### config.mk
export PLATFORM = sky130hd
export DESIGN_NAME = ptp_time_keeper
export DESIGN_NICKNAME = d
export VERILOG_FILES = /design/src/rtl/ptp_time_pkg.sv /design/src/rtl/ptp_time_ctrl.sv /design/src/rtl/ptp_time_datapath.sv /design/src/rtl/ptp_time_keeper.sv
export SDC_FILE = /design/constraint.sdc
export NUM_CORES = 1
export LEC_CHECK = 0
export BUFFER_PORTS_ARGS = -buffer_cell sky130_fd_sc_hd__buf_4
export CAP_MARGIN = 20
export CORE_ASPECT_RATIO = 1.5
export CORE_MARGIN = 1
export CORE_UTILIZATION = 49
export DETAILED_ROUTE_END_ITERATION = 8
export GPL_ROUTABILITY_DRIVEN = 0
export PLACE_DENSITY = 0.74
export SLEW_MARGIN = 20
export SYNTH_ARGS = -nofsm -noshare
export SYNTH_HDL_FRONTEND = slang
export SYNTH_HIERARCHICAL = 1
export SYNTH_SLANG_ARGS = --single-unit
### constraint.sdc
create_clock -name clk -period 24.2 [get_ports clk]
set_input_delay 1.21 -clock clk [delete_from_list [all_inputs] [get_ports clk]]
set_output_delay 1.21 -clock clk [all_outputs]
set_load 0.005 [all_outputs]
### src/rtl/ptp_time_pkg.sv
package ptp_time_pkg;

  typedef enum logic [1:0] {
    REG_SEC    = 2'd0,
    REG_SUBSGN = 2'd1,
    REG_STEP   = 2'd2,
    REG_CMD    = 2'd3
  } regSel_t;

  localparam int CMD_INIT_BIT = 0;
  localparam int CMD_UPD_BIT  = 1;
  localparam int ADJ_W        = 3;

  typedef struct packed {
    logic loadInit;
    logic applyUpdate;
    logic subtract;
  } timeStrobe_t;

endpackage

### src/rtl/ptp_time_ctrl.sv
module ptp_time_ctrl
  import ptp_time_pkg::*;
#(
  parameter int SEC_W     = 32,
  parameter int SUB_W     = 31,
  parameter int WORD_W    = 32,
  parameter int INC_RESET = 43
) (
  input  logic              clk,
  input  logic              rstN,
  input  logic              wrEn,
  input  logic [1:0]        wrAddr,
  input  logic [WORD_W-1:0] wrData,
  output logic [SEC_W-1:0]  stgSec,
  output logic [SUB_W-1:0]  stgSub,
  output logic [SUB_W-1:0]  stepVal,
  output timeStrobe_t       strobe,
  output logic              initBusy,
  output logic              updBusy,
  output logic              initRefused
);

  logic    stgSign;
  logic    initPend;
  logic    updPend;
  logic    errFlag;
  regSel_t regSel;
  logic    cmdWrite;
  logic    cmdFree;
  logic    reqInit;
  logic    reqUpd;

  assign regSel   = regSel_t'(wrAddr);
  assign cmdWrite = wrEn && (regSel == REG_CMD);
  assign cmdFree  = !(initPend || updPend);
  assign reqInit  = cmdWrite && cmdFree && wrData[CMD_INIT_BIT];
  assign reqUpd   = cmdWrite && cmdFree && wrData[CMD_UPD_BIT] && !wrData[CMD_INIT_BIT];

  always_ff @(posedge clk or negedge rstN) begin
    if (!rstN) begin
      stgSec  <= '0;
      stgSub  <= '0;
      stgSign <= 1'b0;
      stepVal <= SUB_W'(INC_RESET);
    end else if (wrEn) begin
      unique case (regSel)
        REG_SEC:    stgSec <= wrData[SEC_W-1:0];
        REG_SUBSGN: begin
          stgSub  <= wrData[SUB_W-1:0];
          stgSign <= wrData[SUB_W];
        end
        REG_STEP:   stepVal <= wrData[SUB_W-1:0];
        default:    ;
      endcase
    end
  end

  always_ff @(posedge clk or negedge rstN) begin
    if (!rstN) begin
      initPend <= 1'b0;
      updPend  <= 1'b0;
      errFlag  <= 1'b0;
    end else begin
      initPend <= reqInit;
      updPend  <= reqUpd;
      if (initPend && stgSign) errFlag <= 1'b1;
    end
  end

  always_comb begin
    strobe.loadInit    = initPend && !stgSign;
    strobe.applyUpdate = updPend;
    strobe.subtract    = stgSign;
  end

  assign initBusy    = initPend;
  assign updBusy     = updPend;
  assign initRefused = errFlag;

  assert_busy_one_cycle_R4: assert property (@(posedge clk) disable iff (!rstN)
    (initBusy || updBusy) |=> !(initBusy || updBusy));

  assert_ignore_while_busy_R8: assert property (@(posedge clk) disable iff (!rstN)
    (wrEn && wrAddr == 2'd3 && (initBusy || updBusy)) |=> !(initBusy || updBusy));

  assert_single_command_R9: assert property (@(posedge clk) disable iff (!rstN)
    $onehot0({initBusy, updBusy}));

  assert_refuse_sticky_R10: assert property (@(posedge clk) disable iff (!rstN)
    initRefused |=> initRefused);

  assert_refuse_sets_R10: assert property (@(posedge clk) disable iff (!rstN)
    (initBusy && stgSign) |=> initRefused);

endmodule

### src/rtl/ptp_time_datapath.sv
module ptp_time_datapath
  import ptp_time_pkg::*;
#(
  parameter int SEC_W = 32,
  parameter int SUB_W = 31
) (
  input  logic             clk,
  input  logic             rstN,
  input  timeStrobe_t      strobe,
  input  logic [SEC_W-1:0] stgSec,
  input  logic [SUB_W-1:0] stgSub,
  input  logic [SUB_W-1:0] stepVal,
  output logic [SEC_W-1:0] timeSec,
  output logic [SUB_W-1:0] timeSub
);

  localparam int EXT_W = SUB_W + ADJ_W;

  logic signed [EXT_W-1:0] curExt;
  logic signed [EXT_W-1:0] stepExt;
  logic signed [EXT_W-1:0] stgExt;
  logic signed [EXT_W-1:0] stgTerm;
  logic signed [EXT_W-1:0] subSum;
  logic        [SEC_W-1:0] secAdj;
  logic        [SEC_W-1:0] secDelta;
  logic        [SEC_W-1:0] nextSec;
  logic        [SUB_W-1:0] nextSub;

  always_comb begin
    curExt  = signed'({{ADJ_W{1'b0}}, timeSub});
    stepExt = signed'({{ADJ_W{1'b0}}, stepVal});
    stgExt  = signed'({{ADJ_W{1'b0}}, stgSub});
    if (!strobe.applyUpdate)  stgTerm = '0;
    else if (strobe.subtract) stgTerm = -stgExt;
    else                      stgTerm = stgExt;
    subSum = curExt + stepExt + stgTerm;
    nextSub = subSum[SUB_W-1:0];
    secAdj  = {{(SEC_W-ADJ_W){subSum[EXT_W-1]}}, subSum[EXT_W-1:SUB_W]};
    if (!strobe.applyUpdate)  secDelta = '0;
    else if (strobe.subtract) secDelta = -stgSec;
    else                      secDelta = stgSec;
    nextSec = timeSec + secDelta + secAdj;
  end

  always_ff @(posedge clk or negedge rstN) begin
    if (!rstN) begin
      timeSec <= '0;
      timeSub <= '0;
    end else if (strobe.loadInit) begin
      timeSec <= stgSec;
      timeSub <= stgSub;
    end else begin
      timeSec <= nextSec;
      timeSub <= nextSub;
    end
  end

  assert_init_loads_R5: assert property (@(posedge clk) disable iff (!rstN)
    strobe.loadInit |=> (timeSec == $past(stgSec)) && (timeSub == $past(stgSub)));

  assert_free_run_seconds_R2: assert property (@(posedge clk) disable iff (!rstN)
    !(strobe.loadInit || strobe.applyUpdate) |=>
      (timeSec == $past(timeSec)) || (timeSec == $past(timeSec) + 1'b1));

  assert_free_run_fraction_R2: assert property (@(posedge clk) disable iff (!rstN)
    !(strobe.loadInit || strobe.applyUpdate) |=>
      (timeSub == SUB_W'($past(timeSub) + $past(stepVal))));

  assert_no_dual_strobe_R9: assert property (@(posedge clk) disable iff (!rstN)
    !(strobe.loadInit && strobe.applyUpdate));

endmodule

### src/rtl/ptp_time_keeper.sv
module ptp_time_keeper
  import ptp_time_pkg::*;
#(
  parameter int SEC_W     = 32,
  parameter int SUB_W     = 31,
  parameter int INC_RESET = 43,
  localparam int WORD_W   = (SEC_W > SUB_W + 1) ? SEC_W : SUB_W + 1
) (
  input  logic              clk,
  input  logic              rstN,
  input  logic              wrEn,
  input  logic [1:0]        wrAddr,
  input  logic [WORD_W-1:0] wrData,
  output logic [SEC_W-1:0]  timeSec,
  output logic [SUB_W-1:0]  timeSub,
  output logic              initBusy,
  output logic              updBusy,
  output logic              initRefused
);

  timeStrobe_t      strobe;
  logic [SEC_W-1:0] stgSec;
  logic [SUB_W-1:0] stgSub;
  logic [SUB_W-1:0] stepVal;

  ptp_time_ctrl #(
    .SEC_W(SEC_W), .SUB_W(SUB_W), .WORD_W(WORD_W), .INC_RESET(INC_RESET)
  ) u_ctrl (
    .clk(clk), .rstN(rstN), .wrEn(wrEn), .wrAddr(wrAddr), .wrData(wrData),
    .stgSec(stgSec), .stgSub(stgSub), .stepVal(stepVal), .strobe(strobe),
    .initBusy(initBusy), .updBusy(updBusy), .initRefused(initRefused)
  );

  ptp_time_datapath #(
    .SEC_W(SEC_W), .SUB_W(SUB_W)
  ) u_data (
    .clk(clk), .rstN(rstN), .strobe(strobe), .stgSec(stgSec), .stgSub(stgSub),
    .stepVal(stepVal), .timeSec(timeSec), .timeSub(timeSub)
  );

endmodule

==> impl_metrics.json, run 1 <==
{
  "synth_area_sq_um": 13100,
  "wire_per_inst_microns": 18.1,
  "dp_cells": 1818,
  "rsz0062_at_grt": "no",
  "critPathMaxStageDelay_ns": 0.82,
  "layout.cells.non_filler": 1849,
  "grt_pass1_wl_microns": 53700,
  "fin_crit_sh_pct": 38.2,
  "tightest_slew_ns": 1.08,
  "start_util_pct": 50.3,
  "critPathRequiredTime_ns": 24.54,
  "antenna_found_initial": 0,
  "grt_max_degree": 89,
  "cpMaxStageDelayCell": "a2111oi_0",
  "max_freq_mhz": 108,
  "post-synth-top-area-fraction_pct": 30.1,
  "slew_violations": 0,
  "peakVddDrop_uv": 61.0,
  "cts_htree_levels": 4,
  "crit_top_cell": "a21oi_1",
  "place.port_buffers": 102,
  "setup_tns_ns": 0,
  "core_sq_um": 25900,
  "p_leak_nw": 6.72,
  "synth_nets": 1588,
  "skew_ns": 0.0108,
  "root_buffer": "clkbuf_16",
  "syn_inst": 1422,
  "clk_pin_slew_ns": 0.07,
  "arrival_ns": 9.59,
  "ys.flop_type": "dfrtp_1",
  "clock-sinks": 161,
  "vias_per_cell": 5.82,
  "synth_area_leaders": "dfrtp_1 (30%), ha_1 (9.1%), mux2_2 (8.5%)",
  "yosys.area.top_type": "dfrtp_1",
  "fin_area_sq_um": 14700,
  "critPathKind": "register to register",
  "hpwlAfterDp_microns": 25300,
  "hp-class": "register to register",
  "vias": 10760,
  "numCtsBuffers": 17,
  "whs_ns": 0.464,
  "drv_cap": 0,
  "postLayoutCoreUtil_pct": 56.5,
  "grt.total_usage_pct": 25.4,
  "synth_edf_count": 0,
  "status": "completed",
  "die_x_microns": 135,
  "ys_seq_area_share_pct": 30.9,
  "drc_errors": 0,
  "yosysMostFrequentCell": "dfrtp_1",
  "async_reset_ff_share_pct": 100,
  "grt_pass1_vias": 10579,
  "yosysUniqueCellTypes": 65,
  "dpl_cell_area_sq_um": 14100,
  "antenna_cells": 0,
  "layout_min_cycle_time_ns": 9.25,
  "detail_route.first_pass.iterations": 5,
  "path_max_fanout": 8,
  "die-area_sq_um": 27300,
  "antenna_left": 0,
  "syn_to_final_growth_pct": 12.2,
  "grt-ovfl-total": 0,
  "yosysWarnings": 6,
  "slew_headroom_pct": 27.4,
  "critPathLaunchType": "register",
  "synthTopCellsByCount": "dfrtp_1 (157), nand2_1 (148), o21ai_0 (121)",
  "cts_tree": "done",
  "cts_hold_buf": 0,
  "fp.dieH_microns": 202,
  "placementRows": 72,
  "p_per_area_nw_per_um2": 118,
  "hold_viol": 0,
  "first_iter_violations": 627,
  "ctsLongestPathBuffers": 2,
  "insertion_delay_ns": 0.45,
  "nNetsFinal": 1670,
  "drive_gt1_share_pct": 17.7,
  "ios": 103,
  "wl_microns": 33500,
  "syn_avg_cell_area_sq_um": 9.19,
  "cts_resized": 0,
  "post-cts-setup-buffers": 0,
  "end_kind": "register",
  "setup_viol": 0,
  "synth_seq_cells": 161
}
==> final timing paths <==
path / to / slack, ns / startpoint / cells after the start
min in group asynchronous: u_ctrl/stepVal[25]$_DFFE_PN0P_ / 0.83 / rstN / 1
max in group asynchronous: u_ctrl/updBusy$_DFF_PN0_ / 21.87 / rstN / 2
min: u_ctrl/initRefused$_DFFE_PN0P_ / 0.46 / u_ctrl/initRefused$_DFFE_PN0P_ / 1
max reg2reg: u_data/timeSec[31]$_DFF_PN0_ / 14.95 / u_ctrl/stepVal[1]$_DFFE_PN1P_ / 34
max: u_data/timeSec[31]$_DFF_PN0_ / 14.95 / u_ctrl/stepVal[1]$_DFFE_PN1P_ / 34
min reg2reg: u_ctrl/initRefused$_DFFE_PN0P_ / 0.46 / u_ctrl/initRefused$_DFFE_PN0P_ / 1
==> critical path, delay by kind of cell (launching register included) <==
family,cells,cell delay [ns]
buf+inv,2,0.12
xor+xnor,3,0.75
compound gates,20,5.32
fa+ha+maj,5,1.69
simple gates,3,0.44
flops,1,0.55
mux,1,0.27
==> sequential cells by signal, indices dropped and copies added (netlist names) <==
name	cells
u_ctrl/initBusy	1
u_ctrl/initRefused	1
u_ctrl/stepVal	31
u_ctrl/stgSec	32
u_ctrl/stgSign	1
u_ctrl/stgSub	31
u_ctrl/updBusy	1
u_data/timeSec	32
u_data/timeSub	31
==> cells by family after synthesis <==
family          synth area share (%)
mux                             8.94
fa+ha+maj                       14.3
flops                           30.9
xor+xnor                        9.23
simple gates                    13.9
buf+inv                         5.28
compound gates                  17.5
==> power by group <==
| part | leakage [nW] | switching (mW) | internal, mW |
|---|---|---|---|
| Combinational | 4.54 | 0.558 | 0.449 |
| Sequential | 1.90 | 0.0819 | 0.360 |
| Clock | 0.285 | 0.120 | 0.155 |
| Total | 6.72 | 0.760 | 0.964 |
==> per-layer routing <==
layer	track usage [%]	part of all wire, %
met1	30.8	41
met4	13.8	4.6
met2	43.2	50
met3	3.51	4.2
met5	0	0
==> final cells by class <==
cell class	count	area, sq um
Fill cell	2375	11300
Multi-Input combinational cell	1097	8350
Sequential cell	161	4040
Timing Repair Buffer	110	830
Inverter	117	439
Clock buffer	17	425
Tap cell	333	417
Clock inverter	14	165
==> per-stage QoR <==
step | setup slack, ns | power [mW]
finish | 14.95 | 1.72
global route | 14.23 | 1.86
detailed placement | 14.98 | 1.44
CTS | 14.95 | 1.72
floorplan | 15.86 | 1.14
global placement | 15.29 | 1.42
==> cells in the final DEF, fill, tap and decap left out, drive strengths merged, types with 34 or more instances in the layout <==
cell type / instances
a21o: 40
a21oi: 79
and2: 34
buf: 110
dfrtp: 157
fa: 34
ha: 95
inv: 127
mux2: 101
nand2: 148
nor2: 55
o21ai: 121
xnor2: 100
Power figures use the tool's default switching activity.
==> run 2: changes to the inputs <==
- PLACE_DENSITY: 0.74 -> 0.77
- clock period: 24.2 -> 8.5 ns (I/O delays scaled with it)
==> run 2 against run 1 <==
  * Critical path type unchanged
  * Non-clock buffer count grew 18
  * First-iteration DRC count is 6.2% higher
  * Setup slack got worse by 15 ns
  * Largest cell class unchanged
  * Combinational power increased to 2.9 times the previous value
==> impl_metrics.json, run 2 (synthesis gave the netlist of run 1 again) <==
{
  "hpwlAfterDp_microns": 25900,
  "critPathMaxStageDelay_ns": 0.53,
  "dpl_cell_area_sq_um": 14200,
  "place.port_buffers": 102,
  "core_sq_um": 25900,
  "end_kind": "register",
  "grt.total_usage_pct": 25.9,
  "root_buffer": "clkbuf_16",
  "antenna_cells": 0,
  "peakVddDrop_uv": 174,
  "fin_crit_sh_pct": 94.9,
  "crit_top_cell": "buf_4",
  "placementRows": 72,
  "regToRegEndpoint": "u_data/timeSec[31]$_DFF_PN0_",
  "vias": 10891,
  "die-area_sq_um": 27300,
  "p_leak_nw": 6.83,
  "drc_errors": 0,
  "hold_viol": 0,
  "rr_worst_depth": 34,
  "rrSetupSlack_ns": 0.43,
  "grt_pass1_wl_microns": 54900,
  "reg_top3": "u_ctrl/stgSec x32, u_data/timeSec x32",
  "cts_tree": "done",
  "critPathLaunchType": "register",
  "regArea_sq_um": 4040,
  "status": "completed",
  "start_util_pct": 50.3,
  "layout_common_cells": "dfrtp_1 (155), nand2_1 (148), buf_4 (125)",
  "wire_per_inst_microns": 18.3,
  "cts_htree_levels": 4,
  "clock-sinks": 161,
  "drv_cap": 0,
  "die_x_microns": 135,
  "syn_to_final_growth_pct": 14.1,
  "layout_min_cycle_time_ns": 8.07,
  "fin_area_sq_um": 14900,
  "hp-class": "input port to async pin",
  "grt_use_met1_pct": 31.3,
  "r2r_start": "u_ctrl/stepVal[0]$_DFFE_PN1P_",
  "fp.dieH_microns": 202,
  "grt_pass1_vias": 11000,
  "cpMaxStageDelayCell": "dfstp_2",
  "nNetsFinal": 1688,
  "finalPower_mw": 5.04,
  "path_max_fanout": 12,
  "skew_ns": 0.0101,
  "drive_gt1_share_pct": 19.4,
  "ctsLongestPathBuffers": 2,
  "vias_per_cell": 5.83,
  "setup_viol": 0,
  "use_met3_pct": 3.11,
  "antenna_found_initial": 0,
  "multi_input_area_sq_um": 8400,
  "first_iter_violations": 666,
  "max_freq_mhz": 124,
  "gr-usage-met2_pct": 44.0,
  "critPathRequiredTime_ns": 8.82,
  "fillers": 2292,
  "ios": 103,
  "setup_tns_ns": 0,
  "insertion_delay_ns": 0.45,
  "grt_max_degree": 92,
  "antenna_left": 0,
  "p_per_area_nw_per_um2": 338,
  "final_common_cell": "dfrtp_1",
  "slew_violations": 0,
  "grt-ovfl-total": 0,
  "critPathLaunch": "u_ctrl/stepVal[0]$_DFFE_PN1P_",
  "grt.busiest_layer": "met2",
  "wl_microns": 34200,
  "detail_route.first_pass.iterations": 5,
  "arrival_ns": 8.39,
  "tightest_slew_ns": 1.05,
  "critPathKind": "register to register",
  "numCtsBuffers": 17,
  "clk_pin_slew_ns": 0.07,
  "slew_headroom_pct": 29.5
}
run 2: final cells by class:
cell class	count	area share [%]
clock buffers	18	2.88
clock inverters	14	1.37
inverters	117	2.95
multi-input cells	1097	56.3
flip-flops and latches	161	27.1
well taps	333	2.79
repair buffers	128	6.63
run 2: per-stage QoR:
step           utilization [%]  instances  hold slack (ns)  worst slack, ns
2_1_floorplan                -       1422            0.129            0.161
6_report                  57.5       1868           0.0620            0.434
3_3_place_gp              54.5       1829            0.440            0.152
4_1_cts                   57.0       1861           0.0844           0.0135
5_1_grt                   57.5       1868            0.126          -0.0141
3_5_place_dp              54.5       1829            0.449          -0.0627
run 2: repair_timing:
item                                    CTS  global route
hold buffers                              0             0
pin swaps                                 0             8
setup buffers                             0             6
resized for setup                         2            18
endpoints found under the setup margin    1             9
gates cloned                              0             0
run 2: worst max-delay path by stage:
stage / slack, ns / endpoint / cells past startpoint
global route: -0.01 / u_data/timeSec[31]$_DFF_PN0_ / 35
floorplan: 0.16 / u_data/timeSec[31]$_DFF_PN0_ / 31
global placement: 0.15 / u_data/timeSec[31]$_DFF_PN0_ / 35
CTS: 0.01 / u_data/timeSec[31]$_DFF_PN0_ / 37
detailed placement: -0.06 / u_data/timeSec[31]$_DFF_PN0_ / 35
finish: 0.43 / u_data/timeSec[31]$_DFF_PN0_ / 34
run 2: critical path: cells and delay by family (launching register included):
kind,cells,cell delay (ns)
DFF,1,0.53
and+or+nand+nor,7,1.28
xor gates and xnor gates,3,0.73
buffers and inverters,7,1.02
muxes,1,0.28
AOI/OAI and AO/OA,11,2.25
adders and majority gates,5,1.84
run 2: per-layer routing:
metal	routed length [microns]	up-vias
li1	-	5187
met1	13900	5244
met2	17100	350
met3	1440	110
met4	1730	0
met5	0	-
run 2: power by group:
group | leakage (nW) | total, mW | internal [mW] | switching, mW
logic | 4.63 | 2.94 | 1.32 | 1.63
clock network | 0.298 | 0.835 | 0.496 | 0.339
registers | 1.90 | 1.26 | 1.02 | 0.232
==> run 3: changes to the inputs <==
- CORE_UTILIZATION: 49 -> 40
- CTS_CLUSTER_DIAMETER: unset -> 100
- PLACE_DENSITY: 0.77 -> 0.66
==> run 3 against run 2 <==
  * Cell count is 4.5% higher
  * Via count is 0.17% lower
  * Die area grew 22%
  * Routed wire length up 3.2%
  * Combinational power hardly changed
  * Clock power decreased by 3.2%
  * Non-clock buffer count increased by 7
  * Largest cell class unchanged
  * Highest routed layer unchanged
==> impl_metrics.json, run 3 (synthesis gave the netlist of run 1 again) <==
{
  "syn_to_final_growth_pct": 14.8,
  "grt.total_usage_pct": 21.9,
  "layout_common_cells": "dfrtp_1 (155), nand2_1 (148), buf_4 (134)",
  "rr_worst_depth": 37,
  "crit_top_cell": "buf_4",
  "final_common_cell": "dfrtp_1",
  "insertion_delay_ns": 0.45,
  "status": "completed",
  "drv_cap": 0,
  "antenna_left": 0,
  "root_buffer": "clkbuf_16",
  "ios": 103,
  "postLayoutCoreUtil_pct": 47.0,
  "r2r_start": "u_ctrl/stepVal[0]$_DFFE_PN1P_",
  "end_kind": "register",
  "regToRegEndpoint": "u_data/timeSec[31]$_DFF_PN0_",
  "antenna_cells": 0,
  "place.port_buffers": 102,
  "drc_errors": 0,
  "dpl_cell_area_sq_um": 14300,
  "setup_tns_ns": 0,
  "critPathKind": "register to register",
  "cts_htree_levels": 4,
  "critPathMaxStageDelay_ns": 0.53,
  "grt_pass1_vias": 11132,
  "vias_per_cell": 5.57,
  "critPathLaunchType": "register",
  "clk_pin_slew_ns": 0.07,
  "hp-class": "input port to async pin",
  "slew_violations": 0,
  "die-area_sq_um": 33400,
  "whs_ns": 0.0577,
  "ctsLongestPathBuffers": 2,
  "grt_pass1_wl_microns": 56900,
  "p_leak_nw": 6.85,
  "setup_viol": 0,
  "p_per_area_nw_per_um2": 336,
  "max_freq_mhz": 124,
  "hpwlAfterDp_microns": 26800,
  "cts_tree": "done",
  "fin_crit_sh_pct": 95.1,
  "core_sq_um": 31900,
  "first_iter_violations": 756,
  "start_util_pct": 40.9,
  "cpMaxStageDelayCell": "dfstp_2",
  "reg_top3": "u_ctrl/stgSec x32, u_data/timeSec x32",
  "tightest_slew_ns": 1.08,
  "wire_per_inst_microns": 18.1,
  "drive_gt1_share_pct": 19.6,
  "path_max_fanout": 7,
  "wl_microns": 35300,
  "skew_ns": 0.0104,
  "fin_area_sq_um": 15000,
  "arrival_ns": 8.42,
  "vias": 10872,
  "antenna_found_initial": 0,
  "grt-ovfl-total": 0,
  "critPathRequiredTime_ns": 8.84,
  "place_ws_ns": 0.145,
  "detail_route.first_pass.iterations": 5,
  "setup_slack_ns": 0.417,
  "die_x_microns": 150,
  "layout_min_cycle_time_ns": 8.08,
  "clock-sinks": 161,
  "peakVddDrop_uv": 165,
  "rrSetupSlack_ns": 0.42,
  "hold_viol": 0,
  "cts_hold_buf": 0,
  "nNetsFinal": 1695,
  "numCtsBuffers": 17,
  "fp.dieH_microns": 223,
  "grt_max_degree": 99,
  "slew_headroom_pct": 27.7,
  "placementRows": 80
}
## run 3: changes by cell type in the layout (fill, tap and decap cells not counted), sizes merged
| cell | before | now |
|---|---|---|
| buf | 128 | 135 |
| inv | 121 | 125 |
| bufinv | 4 | 2 |
| clkinvlp | 3 | 1 |
## run 3: worst max path at each step
stage / start / to / cells after the start
after floorplan: u_ctrl/stepVal[0]$_DFFE_PN1P_ / u_data/timeSec[31]$_DFF_PN0_ / 31
after global placement: u_ctrl/stepVal[0]$_DFFE_PN1P_ / u_data/timeSec[31]$_DFF_PN0_ / 37
after detailed placement: u_ctrl/stepVal[0]$_DFFE_PN1P_ / u_data/timeSec[31]$_DFF_PN0_ / 37
after CTS: u_ctrl/stepVal[0]$_DFFE_PN1P_ / u_data/timeSec[31]$_DFF_PN0_ / 37
after global routing: u_ctrl/stepVal[1]$_DFFE_PN1P_ / u_data/timeSec[31]$_DFF_PN0_ / 37
final: u_ctrl/stepVal[0]$_DFFE_PN1P_ / u_data/timeSec[31]$_DFF_PN0_ / 37
## run 3: what timing repair did
item,in CTS,in global routing
setup endpoints to repair,0,9
hold endpoints to repair,0,0
gates resized for setup,0,18
buffers inserted,0,6
## run 3: area by class of cell
class                   instances  area, sq um
fillers                      2993        16900
multi-input cells            1097         8390
flip-flops and latches        161         4040
repair buffers                135         1020
well taps                     410          513
inverters                     117          442
clock buffers                  18          429
clock inverters                14          171
## run 3: per-stage QoR
| step | total power [mW] | std cells |
|---|---|---|
| 3_3_place_gp | 4.12 | 1914 |
| 2_1_floorplan | 3.25 | 1422 |
| 6_report | 5.04 | 1952 |
| 4_1_cts | 4.99 | 1946 |
| 3_5_place_dp | 4.15 | 1914 |
| 5_1_grt | 5.45 | 1952 |
## run 3: layer usage
metal / part of all wire [%] / global-route usage (%) / up-vias
li1: - / - / 5211
met1: 42 / 26.4 / 5311
met2: 51 / 38.2 / 279
met3: 3.5 / 2.52 / 71
met4: 3.7 / 10.2 / 0
met5: 0 / 0 / -
## run 3: worst max-delay path: cells and delay by family, from the launching register on
family	cells	cell delay [ns]
compound gates	16	2.95
fa+ha+maj	6	1.89
buf+inv	7	0.89
xor+xnor	3	0.84
simple gates	4	0.58
flops	1	0.53
mux	1	0.26
## run 3: where the power goes
group,switching (mW),internal (mW)
Sequential,0.234,1.02
Clock,0.363,0.445
Combinational,1.62,1.35
